## src/rtl/rx_pkt_writer.sv

```systemverilog
module rx_pkt_writer #(
  parameter int DATA_W     = 32,
  parameter int PKT_W      = 4,
  parameter int PAGE_WORDS = 8,
  parameter int MAX_PAGES  = 4,
  parameter int FIFO_DEPTH = 4,
  localparam int BPW       = DATA_W / 8,
  localparam int NB_W      = $clog2(BPW + 1),
  localparam int MAX_WORDS = PAGE_WORDS * MAX_PAGES,
  localparam int OFF_W     = $clog2(MAX_WORDS),
  localparam int PG_W      = $clog2(PAGE_WORDS),
  localparam int CNT_W     = $clog2(MAX_WORDS * BPW + 1),
  localparam int FQ_W      = $clog2(FIFO_DEPTH),
  localparam int FC_W      = $clog2(FIFO_DEPTH + 1)
) (
  input  logic              clk,
  input  logic              rst_n,
  input  logic              rx_enable,
  input  logic              queue_bad_crc,
  input  logic              s_valid,
  input  logic              s_sof,
  input  logic              s_eof,
  input  logic [DATA_W-1:0] s_data,
  input  logic [NB_W-1:0]   s_nbytes,
  input  logic              s_crc_ok,
  output logic              alloc_req,
  input  logic              alloc_gnt,
  input  logic [PKT_W-1:0]  alloc_pkt,
  output logic              ext_req,
  output logic [PKT_W-1:0]  ext_pkt,
  input  logic              ext_gnt,
  output logic              mem_we,
  output logic [PKT_W-1:0]  mem_pkt,
  output logic [OFF_W-1:0]  mem_off,
  output logic [DATA_W-1:0] mem_wdata,
  output logic              wr_free_valid,
  output logic [PKT_W-1:0]  wr_free_pkt,
  input  logic              rx_pop,
  output logic              rx_fifo_empty,
  output logic [PKT_W-1:0]  rx_fifo_head,
  output logic              pop_free_valid,
  output logic [PKT_W-1:0]  pop_free_pkt,
  output logic              rx_irq
);

  typedef enum logic [2:0] {
    S_IDLE = 3'd0, S_RECV = 3'd1, S_SKIP = 3'd2, S_HDR0 = 3'd3, S_HDR1 = 3'd4
  } st_t;

  localparam logic [OFF_W:0] OFF_LIMIT = (OFF_W+1)'(MAX_WORDS);

  st_t              st;
  logic [PKT_W-1:0] cur_pkt;
  logic [OFF_W:0]   off;
  logic [CNT_W-1:0] nbytes_acc;
  logic             too_long;
  logic             crc_err;

  logic [PKT_W-1:0] q_mem [FIFO_DEPTH];
  logic [FQ_W-1:0]  q_rd, q_wr;
  logic [FC_W-1:0]  fifo_cnt;

  logic             start, frame_word, room, ext_fail, wr_data, keep, fifo_full;
  logic             fifo_push, fifo_pop;
  logic [NB_W-1:0]  word_bytes;

  assign start      = (st == S_IDLE) && s_valid && s_sof && rx_enable;
  assign frame_word = (st == S_RECV) && s_valid;
  assign room       = off < OFF_LIMIT;
  assign ext_req    = frame_word && room && (off[PG_W-1:0] == '0);
  assign ext_pkt    = cur_pkt;
  assign ext_fail   = ext_req && !ext_gnt;
  assign wr_data    = frame_word && room && !ext_fail;
  assign word_bytes = s_eof ? s_nbytes : NB_W'(BPW);
  assign alloc_req  = start;

  assign mem_we  = (start && alloc_gnt) || wr_data || (st == S_HDR0) || (st == S_HDR1);
  assign mem_pkt = start ? alloc_pkt : cur_pkt;
  always_comb begin
    mem_off   = off[OFF_W-1:0];
    mem_wdata = s_data;
    if (st == S_HDR0) begin
      mem_off   = '0;
      mem_wdata = {{(DATA_W-2){1'b0}}, too_long, crc_err};
    end else if (st == S_HDR1) begin
      mem_off   = OFF_W'(1);
      mem_wdata = DATA_W'(nbytes_acc);
    end else if (start) begin
      mem_off   = OFF_W'(2);
    end
  end

  assign fifo_full     = fifo_cnt == FC_W'(FIFO_DEPTH);
  assign keep          = !crc_err || queue_bad_crc;
  assign fifo_push     = (st == S_HDR1) && keep && !fifo_full;
  assign wr_free_valid = ext_fail || ((st == S_HDR1) && !(keep && !fifo_full));
  assign wr_free_pkt   = cur_pkt;

  assign rx_fifo_empty  = fifo_cnt == '0;
  assign rx_irq         = !rx_fifo_empty;
  assign rx_fifo_head   = q_mem[q_rd];
  assign fifo_pop       = rx_pop && !rx_fifo_empty;
  assign pop_free_valid = fifo_pop;
  assign pop_free_pkt   = q_mem[q_rd];

  always_ff @(posedge clk) begin
    if (!rst_n) begin
      st         <= S_IDLE;
      cur_pkt    <= '0;
      off        <= '0;
      nbytes_acc <= '0;
      too_long   <= 1'b0;
      crc_err    <= 1'b0;
    end else begin
      case (st)
        S_IDLE: if (s_valid && s_sof) begin
          if (start && alloc_gnt) begin
            cur_pkt    <= alloc_pkt;
            off        <= (OFF_W+1)'(3);
            nbytes_acc <= CNT_W'(word_bytes);
            too_long   <= 1'b0;
            crc_err    <= !s_crc_ok;
            st         <= s_eof ? S_HDR0 : S_RECV;
          end else begin
            st <= s_eof ? S_IDLE : S_SKIP;
          end
        end
        S_RECV: if (s_valid) begin
          if (ext_fail) begin
            st <= s_eof ? S_IDLE : S_SKIP;
          end else begin
            if (wr_data) begin
              off        <= off + 1'b1;
              nbytes_acc <= nbytes_acc + CNT_W'(word_bytes);
            end else begin
              too_long <= 1'b1;
            end
            if (s_eof) begin
              crc_err <= !s_crc_ok;
              st      <= S_HDR0;
            end
          end
        end
        S_SKIP: if (s_valid && s_eof) st <= S_IDLE;
        S_HDR0: st <= S_HDR1;
        S_HDR1: st <= S_IDLE;
        default: st <= S_IDLE;
      endcase
    end
  end

  always_ff @(posedge clk) begin
    if (!rst_n) begin
      q_rd     <= '0;
      q_wr     <= '0;
      fifo_cnt <= '0;
    end else begin
      if (fifo_push) begin
        q_wr <= (q_wr == FQ_W'(FIFO_DEPTH-1)) ? '0 : q_wr + 1'b1;
      end
      if (fifo_pop) begin
        q_rd <= (q_rd == FQ_W'(FIFO_DEPTH-1)) ? '0 : q_rd + 1'b1;
      end
      fifo_cnt <= fifo_cnt + FC_W'(fifo_push) - FC_W'(fifo_pop);
    end
  end

  always_ff @(posedge clk) begin
    if (fifo_push) q_mem[q_wr] <= cur_pkt;
  end

endmodule

```

## config.mk

```make
export PLATFORM = sky130hd
export DESIGN_NAME = rx_pkt_writer
export DESIGN_NICKNAME = d
export VERILOG_FILES = /design/src/rtl/rx_pkt_writer.sv
export SDC_FILE = /design/constraint.sdc
export NUM_CORES = 1
export LEC_CHECK = 0
export ABC_CLOCK_PERIOD_IN_PS = 3200
export BUFFER_PORTS_ARGS = -buffer_cell sky130_fd_sc_hd__buf_2
export CAP_MARGIN = 20
export CORE_MARGIN = 3
export CORE_UTILIZATION = 49
export DETAILED_ROUTE_END_ITERATION = 12
export GPL_TIMING_DRIVEN = 0
export PLACE_DENSITY_LB_ADDON = 0.05
export SLEW_MARGIN = 30
export SYNTH_ARGS = -nofsm -noshare
export SYNTH_HDL_FRONTEND = slang
export SYNTH_SLANG_ARGS = --single-unit
```

## constraint.sdc

```tcl
create_clock -name clk -period 3.2 [get_ports clk]
set_clock_uncertainty 0.1 [all_clocks]
set_input_delay 0.48 -clock clk [delete_from_list [all_inputs] [get_ports clk]]
set_output_delay 0.48 -clock clk [all_outputs]
set_load 0.02 [all_outputs]
```

# --- Word level (Yosys, flattened, before mapping) ---
# Memory sizes are Yosys's and may differ from the RTL's. A register that Yosys moved wholly into a read port is not among the register bits.
# Index checks and enable logic that the tools add are counted.
totals:
  register_bits: 30
  mem_bits_rw: 16
  n_memories: 1
op_classes:
  n_addsub: 6
  magnitude_cmp: 1
  eq_ne: 16
  muxes: 46
  reduce_logical: 37
mem_list:
  columns: ["name", "words", "word_bits", "rd", "rd_clocked_by_memory_dff", "wr", "line", "rtl"]
  rows:
  - ["q_mem", 4, 4, 1, 1, 1, "59", "logic [PKT_W-1:0] q_mem [FIFO_DEPTH];"]
ops:
  columns: ["op", "n"]
  rows:
  - ["$mux W32", 2]
  - ["$mux W8", 5]
  - ["$mux W6", 5]
  - ["$mux W3", 6]
  - ["$reduce_and A6 Y1", 3]
  - ["$logic_and A1 B1 Y1", 16]
  - ["$pmux W8 S2", 1]
  - ["$mux W5", 3]
  - ["$mux W2", 7]
  - ["$mux W1", 12]
  - ["$ne A2 B2 Y1 const B", 6]
  - ["$pmux W3 S4", 1]
  - ["$pmux W6 S2", 1]
  - ["$logic_not A3 Y1", 3]
  - ["$add A8 B3 Y8", 1]
  - ["$logic_not A1 Y1", 7]
  - ["$add A6 B1 Y6 const B", 1]
  - ["$eq A3 B2 Y1 const B", 2]
  - ["$eq A3 B3 Y1 const B", 2]
  - ["$lt A6 B6 Y1 const B", 1]
  - ["$logic_or A1 B1 Y1", 5]
  - ["$add A2 B1 Y2 const B", 2]
  - ["$eq A2 B2 Y1 const B", 2]
  - ["$mux W4", 1]
  - ["other kinds (9)", 11]

# --- Logic depth before layout (Yosys ltp) ---
# Gate-level depths: netlist of run 1.
depth:
  depth_word: 11
  depth_mapped: 11
  ltp_nobuf: 10

# --- Worst setup path after synthesis of run 1 ---
# No wires, ideal clock.
synth_timing:
  path_type: "register to register"
  startpoint: "register st[2]"
  endpoint: "register fifo_cnt[2]"
  setup_time_ns: 0.128
  arrival_time_ns: 2.600
  required_time_ns: 2.972
  setup_slack_ns: 0.372
  path_stages_with_launch: 12
  n_path_buf: 1
  path_cell_list: "dfxtp_1 or3b_2 clkbuf_1 a211oi_2 inv_1 ha_1 inv_1 ha_1 fa_1 xnor2_1 xnor2_1 nor2_1"
synth_via:
  elab_chain_cells: 5
synth_lines:
  columns: ["item", "line", "rtl"]
  rows:
  - ["start, declared", "52", "st_t st;"]
  - ["start signal, assigned", "123", "st <= s_eof ? S_HDR0 : S_RECV;"]
  - ["start signal, assigned", "125", "st <= s_eof ? S_IDLE : S_SKIP;"]
  - ["start signal, assigned", "130", "st <= s_eof ? S_IDLE : S_SKIP;"]
  - ["$eq A3 B3 Y1", "95", "assign fifo_push = (st == S_HDR1) && keep && !fifo_full;"]
  - ["$logic_and A1 B1 Y1 (2 in a row)", "95", null]
  - ["$add A3 B1 Y3", "164", "fifo_cnt <= fifo_cnt + FC_W'(fifo_push) - FC_W'(fifo_pop);"]
  - ["$sub A3 B1 Y3", "164", null]
  - ["end signal, assigned", "164", null]
  - ["end, declared", "61", "logic [FC_W-1:0] fifo_cnt;"]
# No other way between the ends.
# A chain may end at the register's enable or synchronous reset.

# --- Worst setup path after layout of run 1 ---
layout_timing:
  startpoint: "register st[2]"
  endpoint: "output port mem_wdata[12]"
layout_via:
  elab_chain_cells: 3
  word_cells_on_any_way: 4
  cone_classes: "eq/ne: 2; mux: 2"
layout_lines:
  columns: ["item", "line", "rtl"]
  rows:
  - ["$eq A3 B3 Y1", "85", "end else if (st == S_HDR1) begin"]
  - ["$mux W32", "85", null]
  - ["$mux W32 *", "82", "if (st == S_HDR0) begin"]
  - ["end, declared", "35", "output logic [DATA_W-1:0] mem_wdata,"]
# Mark *: on every way between the ends. The rest lies on a longest branch, timed or not.

==> impl_metrics.ini, run 1 <==
[placement]
dp_hpwl_um = 5847
io_buffers = 112
routabilityCongestion = 0.8375

[synthesis]
synth-warning-count = 0
synth-main-ff-cell = dfxtp_1
synthesis.nets = 386
synth_top_cell_by_area = dfxtp_1
synth_edf_count = 16
netlist_instances = 322
postSynthAreaPerCell_um2 = 8.910
synth-seq-cells = 48
synthArstFlopShare_pct = 0
netlist_area_mm2 = 0.002869
synth_top_area_share_pct = 22.33
seq_area_frac_synth_pct = 39.08
post_synth_num_cell_types = 50
ys_top_cells_by_area = dfxtp_1 22%, edfxtp_1 17%, and2_1 7.0%

[global_routing]
grt_util_met1_pct = 27.18
gr-total-overflow = 0
grt_pass1_vias = 2479
top_usage_layer = met2
track_usage_pct = 21.78
grt_pass1_wl_um = 11470
met2_usage_pct = 38.22
grt_max_degree = 16
grtUsageMet3_pct = 4.230
grt_antenna_before_repair = 0

[finish]
multiInputGateArea_mm2 = 0.001550
num_antenna_cells = 0
syn_to_final_growth_pct = 26.65
fill_cells = 483
nets = 506
register_area_mm2 = 0.001122
fin_util_pct = 65.19
drive_above_1_share_pct = 32.51

[sta]
finalHoldViolCount = 0
slew_headroom_pct = 44.13
fmax_ghz = 0.3383
tightest_slew_ns = 0.8362
holdWs_ns = 0.3217
maxSlewViolCount = 0
setup_violations = 0
period_share_pct = 92.39
fin_crit_ns = 2.956
grt_setup_unrepaired = no

[worst_hold_path]
hp-class = in -> reg

[floorplanning]
die_h_um = 82.52
die_area_mm2 = 0.006810
die_w_um = 82.52
rows = 27
core-area_mm2 = 0.005574
pin_count = 114
initial_core_util_pct = 51.47

[job]
maxCapViolCount = 0

[cts]
clock_latency_ns = 0.31
cts_hold_buf = 0
ctsLongestPathBuffers = 2
clk_pin_slew_ns = 0.10
cts_htree_levels = 2
cts-root-buf = clkbuf_8
cts_inserted_buffers = 5
cts_tree = built
clock-sinks = 48

[drt]
ant_nets = 0
drcViolationCount = 0
avgViaCountPerCell = 5.309
vias = 2734
dr.pass1.iters = 4
routedWlPerCell_um = 14.59
drt_iter0_drc = 91
routed_wl_um = 7515

[power_and_ir_drop]
power_mw = 1.587
p_leak_nw = 1.651
p_per_area_mw_per_mm2 = 436.8
peakVddDrop_mv = 0.3264

[setup_path]
crit_type = reg -> out
crit_path_end_kind = output port
worstPathArrival_ns = 2.38
cp_max_fo = 10
crit_required_ns = 2.62
startpoint_type = register

[run_status]
status = completed
power breakdown:
part,internal (mW),switching (mW)
sequential,0.661,0.0408
clock,0.175,0.211
combinational,0.214,0.285
cell usage in the layout, fill, tap and decap left out, types with 6 or more instances in the layout:
cell,Yosys,routed
edfxtp_1,16,16
o2111ai_1,6,6
inv_1,21,21
o21ai_0,9,9
dfxtp_1,32,31
clkbuf_1,14,14
ha_1,12,12
nand3_1,7,7
a21oi_1,17,17
nor2_1,13,13
and2_1,32,32
buf_2,2,114
clkbuf_8,0,6
or3_1,6,6
nand2_1,42,42
nor3_1,6,6
buf_4,8,9
o22ai_1,7,7
through the flow:
| stage | TNS, ns | std cells | worst slack (ns) | cell area, µm² |
|---|---|---|---|---|
| floorplan | 0 | 322 | 0.3720 | 2869 |
| CTS | 0 | 514 | 0.06993 | 3625 |
| global placement | 0 | 506 | 0.06039 | 3520 |
| finish | 0 | 515 | 0.2436 | 3633 |
| detailed placement | -0.01488 | 506 | -0.01488 | 3520 |
| global route | 0 | 515 | 0.04914 | 3633 |
logic make-up (layout without fill, tap and decap cells):
| group | after synthesis | count (layout) | synth area share (%) |
|---|---|---|---|
| DFF | 48 | 48 | 39.08 |
| xor gates and xnor gates | 2 | 2 | 0.6107 |
| adders and majority gates | 14 | 14 | 6.629 |
| buffers and inverters | 46 | 167 | 7.152 |
| AOI/OAI and AO/OA | 68 | 68 | 16.79 |
| and+or+nand+nor | 135 | 135 | 24.86 |
| muxes | 9 | 9 | 4.885 |
what timing repair did:
item / CTS / global route
gates resized for setup: 1 / 1
endpoints found under the hold margin: 0 / 0
cloned: 0 / 0
setup buffers: 0 / 1
pin swaps: 0 / 1
endpoints found under the setup margin: 1 / 1
registers in the layout, summed over array words and instances, names as in the netlist, named ones only:
register    count
q_mem          16
nbytes_acc      8
off             6
ext_pkt         4
fifo_cnt        3
st              3
q_rd            2
q_wr            2
crc_err         1
too_long        1
synth_stat cells, types with 2 or more instances:
cell type	number
nand4_1	4
nand2_1	42
a2111o_1	4
a221oi_1	4
and2_1	32
nand3_1	7
nor3_1	6
fa_1	2
edfxtp_1	16
ha_1	12
o21ai_0	9
or2_2	3
nand2b_1	5
o22ai_1	7
o221ai_1	2
or3b_2	2
o2111ai_1	6
mux2i_1	5
nor3b_1	2
or4_1	2
clkbuf_1	14
xnor2_1	2
a21oi_1	17
and3_1	3
o21a_1	2
nor2_1	13
or3_1	6
inv_1	21
mux4_2	4
a211oi_1	3
o311a_1	2
nor2b_1	4
buf_2	2
dfxtp_1	32
buf_4	8
and4_1	2
a311oi_1	2
layout make-up:
cell class                 instances  share of cell area, %
clock buffer                       6                  2.273
timing repair buffer             113                  15.63
inverter                          22                  2.273
buffer                            24                  3.375
multi-input combinational        228                  42.67
tap                               72                  2.479
sequential                        48                  30.89
clock inverter                     2                 0.4132
worst max-delay path, stage by stage, from the launching register on:
cell      delay (ns)
dfxtp_2         0.36
or3b_2          0.19
clkbuf_1        0.38
o21a_1          0.25
clkbuf_1        0.28
clkbuf_1        0.27
and2_1          0.17
buf_2           0.16
per-layer routing:
layer | vias to the layer above | wire length [µm]
met5 | - | 0
met4 | 0 | 80
met3 | 10 | 355
met2 | 74 | 4032
met1 | 1268 | 3047
li1 | 1382 | -
final timing paths:
path | from | endpoint | slack (ns) | depth (start not counted)
worst max-delay path | st[2]$_SDFFE_PN0P_ | mem_wdata[12] | 0.24 | 7
worst min-delay path | alloc_pkt[1] | ext_pkt[1]$_SDFFE_PN0P_ | 0.32 | 3
worst max register to register | st[2]$_SDFFE_PN0P_ | fifo_cnt[2]$_SDFF_PN0_ | 0.25 | 11
worst min register to register | crc_err$_SDFFE_PN0P_ | crc_err$_SDFFE_PN0P_ | 0.39 | 2
No activity file was read; power rests on OpenSTA's default activity.
==> run 2: changes to the inputs <==
--- a/config.mk
+++ b/config.mk
@@ -8,7 +8,7 @@
 export ABC_CLOCK_PERIOD_IN_PS = 3200
 export BUFFER_PORTS_ARGS = -buffer_cell sky130_fd_sc_hd__buf_2
 export CAP_MARGIN = 20
-export CORE_MARGIN = 3
+export CORE_MARGIN = 2
 export CORE_UTILIZATION = 49
 export DETAILED_ROUTE_END_ITERATION = 12
 export GPL_TIMING_DRIVEN = 0
==> constraint.sdc (replaced) <==
create_clock -name clk -period 3.2 [get_ports clk]
set_clock_uncertainty 0.1 [all_clocks]
set_input_delay 0.16 -clock clk [delete_from_list [all_inputs] [get_ports clk]]
set_output_delay 0.16 -clock clk [all_outputs]
set_load 0.02 [all_outputs]
==> impl_metrics.ini, run 2 (synthesis gave the netlist of run 1 again) <==
[setup_path]
crit_path_end_kind = register
r2r_setup_slack_ns = 0.18
critPathTopFamily = adder cells
startpoint = st[2]$_SDFFE_PN0P_
crit_type = reg -> reg
r2r-end = fifo_cnt[2]$_SDFF_PN0_
crit_required_ns = 3.28
worstPathArrival_ns = 3.10
cp_slowest_stage_delay_ns = 0.46
slowest_stage = or3b_2
cp_cell_sequence = or3b_2 -> clkbuf_1 -> a211oi_4 -> inv_1 -> ha_1 -> inv_1 -> ha_1 -> fa_1 -> xnor2_1 -> xnor2_1 -> nor2_1
cp.buffers_inverters = 3
worstRegToRegCells = 11
cp_max_fo = 8
reg2reg_from = st[2]$_SDFFE_PN0P_
startpoint_type = register

[cts]
clock_latency_ns = 0.31
clk_pin_slew_ns = 0.09
cts_htree_levels = 2
cts_inserted_buffers = 5
ctsLongestPathBuffers = 2
clock-sinks = 48
cts_tree = built
cts-root-buf = clkbuf_8

[finish]
instances_no_fill = 517
fin_util_pct = 65.34
final_common_cell = buf_2
syn_to_final_growth_pct = 26.95
largest_reg_flops = 16
drive_above_1_share_pct = 31.91
final_cell_mix = 114 x buf_2, 42 x nand2_1, 32 x and2_1, 32 x dfxtp_1, 21 x inv_1
nets = 508
largestRegisters = q_mem x16, nbytes_acc x8, off x6
num_antenna_cells = 0
regMostFlops = q_mem

[drt]
drcViolationCount = 0
met1Wirelength_um = 2979
drt_iter0_drc = 146
vias = 2796
routed_wl_um = 7563
dr.pass1.iters = 4
top_layer = met4
wl_met3_um = 371
avgViaCountPerCell = 5.408
ant_nets = 0
wl_met2_um = 4049
routedWlPerCell_um = 14.63

[global_routing]
grt_antenna_before_repair = 0
grt_pass1_wl_um = 12280
gr-total-overflow = 0
grt_max_degree = 16
track_usage_pct = 24.01
grt_pass1_vias = 2718

[worst_hold_path]
hold_depth = 3
hp-class = in -> reg
min_from = alloc_pkt[2]
hold_path_end = ext_pkt[2]$_SDFFE_PN0P_

[job]
maxCapViolCount = 0

[sta]
slew_headroom_pct = 44.55
setup_violations = 0
tightest_slew_ns = 0.8299
finalHoldViolCount = 0
setup_tns_ns = 0
fmax_ghz = 0.3312
period_share_pct = 94.37
grt_setup_unrepaired = no
fin_ws_ns = 0.1803
maxSlewViolCount = 0
fin_crit_ns = 3.020

[floorplanning]
die_h_um = 80.52
die_w_um = 80.52
core-area_mm2 = 0.005574
rows = 27
pin_count = 114
initial_core_util_pct = 51.47
die_area_mm2 = 0.006483

[power_and_ir_drop]
p_leak_nw = 1.653
p_per_area_mw_per_mm2 = 428.2
peakVddDrop_mv = 0.3292

[placement]
dp_cells = 506
preCtsSetupSlack_ns = -0.0008684
routabilityCongestion = 0.8053
io_buffers = 112
dp_hpwl_um = 5808

[run_status]
status = completed
run 2: cell types whose count changed in the layout (fill, tap and decap cells not counted):
cell,delta
dlygate4sd3_1,+2
clkbuf_8,-1
clkinv_1,+1
dfxtp_1,+1
dfxtp_2,-1
run 2: layout make-up:
cell class	instances	area (µm²)
Clock buffer	5	68.82
Fill cell	529	1932
Timing Repair Buffer	115	588.1
Multi-Input combinational cell	228	1550
Inverter	22	82.58
Sequential cell	48	1121
Tap cell	72	90.09
Buffer	24	122.6
Clock inverter	3	18.77
run 2: worst reg2reg max path, cell delays in order (launching register included):
cell      delay, ns
dfxtp_1        0.45
or3b_2         0.46
clkbuf_1       0.25
a211oi_4       0.31
inv_1          0.08
ha_1           0.28
inv_1          0.04
ha_1           0.18
fa_1           0.38
xnor2_1        0.18
xnor2_1        0.14
nor2_1         0.05
run 2: where the power goes:
group	internal [mW]	switching (mW)	leakage [nW]
logic	0.214	0.282	1.19
clock network	0.151	0.210	0.0378
registers	0.661	0.0419	0.422
run 2: timing repair:
| item | CTS | global route |
|---|---|---|
| endpoints found under the setup margin | 1 | 1 |
| hold buffers | 2 | 0 |
| endpoints found under the hold margin | 2 | 0 |
| pin swaps | 0 | 1 |
| setup buffers | 0 | 1 |
| gates resized for setup | 1 | 0 |
run 2: metal layers:
metal	track usage, %	up-vias
li1	-	1386
met2	43.92	94
met5	0	-
met3	3.596	15
met1	27.82	1301
met4	9.661	0
run 2: how the worst max path moves through the flow:
stage                                  end  depth (start not counted)  slack (ns)
global placement    fifo_cnt[2]$_SDFF_PN0_                         11        0.09
CTS                 fifo_cnt[2]$_SDFF_PN0_                         11        0.08
finish              fifo_cnt[2]$_SDFF_PN0_                         11        0.18
detailed placement  fifo_cnt[2]$_SDFF_PN0_                         11     -0.0009
floorplan           fifo_cnt[2]$_SDFF_PN0_                         11        0.37
global route        fifo_cnt[2]$_SDFF_PN0_                         11       0.009
run 2: stage by stage:
| stage | hold WS (ns) | area, µm² | total power [mW] |
|---|---|---|---|
| after global routing | 0.02022 | 3642 | 1.646 |
| final | 0.008892 | 3642 | 1.559 |
| after CTS | 0.0007208 | 3635 | 1.571 |
| after global placement | 0.3166 | 3520 | 1.191 |
| after floorplan | 0.1960 | 2869 | 1.050 |
| after detailed placement | 0.3193 | 3520 | 1.207 |
==> run 3: changes to the inputs <==
--- a/config.mk
+++ b/config.mk
@@ -10,8 +10,10 @@
 export CAP_MARGIN = 20
 export CORE_MARGIN = 2
 export CORE_UTILIZATION = 49
+export CTS_CLUSTER_SIZE = 16
 export DETAILED_ROUTE_END_ITERATION = 12
 export GPL_TIMING_DRIVEN = 0
+export MAX_ROUTING_LAYER = met4
 export PLACE_DENSITY_LB_ADDON = 0.05
 export SLEW_MARGIN = 30
 export SYNTH_ARGS = -nofsm -noshare
==> impl_metrics.ini, run 3 (synthesis gave the netlist of run 1 again) <==
[drt]
routed_wl_um = 7577
avgViaCountPerCell = 5.460
met1Wirelength_um = 2968
routedWlPerCell_um = 14.66
top_layer = met4
ant_nets = 0
dr.pass1.iters = 4
wl_met2_um = 4084
wl_met3_um = 368
vias = 2823
drcViolationCount = 0
drt_iter0_drc = 153

[setup_path]
crit_type = reg -> reg
path_depth = 11
worstPathArrival_ns = 3.12
cp_slowest_stage_delay_ns = 0.46
crit_required_ns = 3.28
critPathTopFamily = adder cells
cp.buffers_inverters = 3
crit_path_end_kind = register
worstRegToRegCells = 11
startpoint_type = register
cp_max_fo = 8
cp_cell_sequence = or3b_2 -> clkbuf_1 -> a211oi_4 -> inv_1 -> ha_1 -> inv_1 -> ha_1 -> fa_1 -> xnor2_1 -> xnor2_1 -> nor2_1
slowest_stage = dfxtp_1

[finish]
instances_no_fill = 517
largest_reg_flops = 16
num_antenna_cells = 0
final_cell_area_mm2 = 0.003642
final_common_cell = buf_2
syn_to_final_growth_pct = 26.95
regMostFlops = q_mem
final_cell_mix = 114 x buf_2, 42 x nand2_1, 32 x and2_1, 32 x dfxtp_1, 21 x inv_1
drive_above_1_share_pct = 31.91
nets = 508
largestRegisters = q_mem x16, nbytes_acc x8, off x6

[placement]
io_buffers = 112
routabilityCongestion = 0.8170
dp_cells = 506
dp_hpwl_um = 5808
placed_cell_area_mm2 = 0.003520
preCtsSetupSlack_ns = -0.0008684

[cts]
cts_htree_levels = 2
cts_inserted_buffers = 5
cts-root-buf = clkbuf_8
ctsLongestPathBuffers = 2
clock_latency_ns = 0.31
clock-sinks = 48
clk_pin_slew_ns = 0.09
cts_tree = built

[global_routing]
grt_pass1_vias = 2727
grt_max_degree = 16
track_usage_pct = 24.63
grt_antenna_before_repair = 0
gr-total-overflow = 0
grt_pass1_wl_um = 12250

[sta]
fin_ws_ns = 0.1672
period_share_pct = 94.77
slew_headroom_pct = 43.30
maxSlewViolCount = 0
tightest_slew_ns = 0.8487
finalHoldViolCount = 0
grt_setup_unrepaired = no
holdWs_ns = 0.006432
setup_violations = 0
fmax_ghz = 0.3297
fin_crit_ns = 3.033

[power_and_ir_drop]
p_int_mw = 1.026
p_leak_nw = 1.653
p_per_area_mw_per_mm2 = 429.0
swShare_pct = 34.34
seqPwrFrac_pct = 45.0
p_switching_uw = 536.6
power_frac_comb_pct = 31.8
peakVddDrop_mv = 0.3296
p_clk_share_pct = 23.3

[job]
maxCapViolCount = 0

[worst_hold_path]
hp-class = in -> reg
hold_depth = 3

[floorplanning]
pin_count = 114
die_area_mm2 = 0.006483
core-area_mm2 = 0.005574
die_h_um = 80.52
initial_core_util_pct = 51.47
die_w_um = 80.52
rows = 27

[run_status]
status = completed
run 3: cell counts in the layout (fill, tap and decap cells not counted):
Identical to the previous run, type by type.
run 3: repair_timing:
action                                 CTS  global route
gates resized for setup                  1             0
endpoints found under the hold margin    2             0
buffers inserted                         0             1
hold buffers                             2             0
setup endpoints to repair                1             1
pin swaps                                0             1
run 3: power by group through the flow:
| stage | clock (mW) | combinational, mW | sequential [mW] |
|---|---|---|---|
| after floorplan | 0 | 0.345 | 0.705 |
| after global placement | 0 | 0.478 | 0.714 |
| after detailed placement | 0 | 0.492 | 0.715 |
| after CTS | 0.369 | 0.499 | 0.703 |
| after global routing | 0.386 | 0.551 | 0.709 |
| final | 0.364 | 0.497 | 0.702 |
run 3: tightest hold or removal path, cell delays in order:
cell and delay [ns]:
buf_2 0.11, nand2_1 0.05, a21oi_1 0.05
run 3: path summary, 6_finish.rpt:
| path | start | to | slack [ns] |
|---|---|---|---|
| worst min register to register | off[5]$_SDFFE_PN0P_ | off[5]$_SDFFE_PN0P_ | 0.39 |
| worst max-delay path | st[2]$_SDFFE_PN0P_ | fifo_cnt[2]$_SDFF_PN0_ | 0.17 |
| worst min-delay path | alloc_pkt[2] | ext_pkt[2]$_SDFFE_PN0P_ | 0.006 |
| worst max register to register | st[2]$_SDFFE_PN0P_ | fifo_cnt[2]$_SDFF_PN0_ | 0.17 |
run 3: cell type report:
cell class / count / area, µm²
Fill cell: 529 / 1932
Inverter: 22 / 82.58
Multi-Input combinational cell: 228 / 1550
Clock inverter: 3 / 18.77
Clock buffer: 5 / 68.82
Tap cell: 72 / 90.09
Timing Repair Buffer: 115 / 588.1
Buffer: 24 / 122.6
Sequential cell: 48 / 1121
run 3: per-layer routing:
metal  GRT usage (%)  vias up
li1                -     1389
met1           27.82     1322
met2           43.83       99
met3           3.596       13
met4           9.661        0
met5               -        -
run 3: through the flow:
| stage | util, % | power, mW | TNS (ns) |
|---|---|---|---|
| after CTS | 65.21 | 1.571 | 0 |
| final | 65.34 | 1.563 | 0 |
| after global placement | 63.14 | 1.191 | 0 |
| after global routing | 65.34 | 1.646 | 0 |
| after detailed placement | 63.14 | 1.207 | -0.0008684 |
| after floorplan | - | 1.050 | 0 |
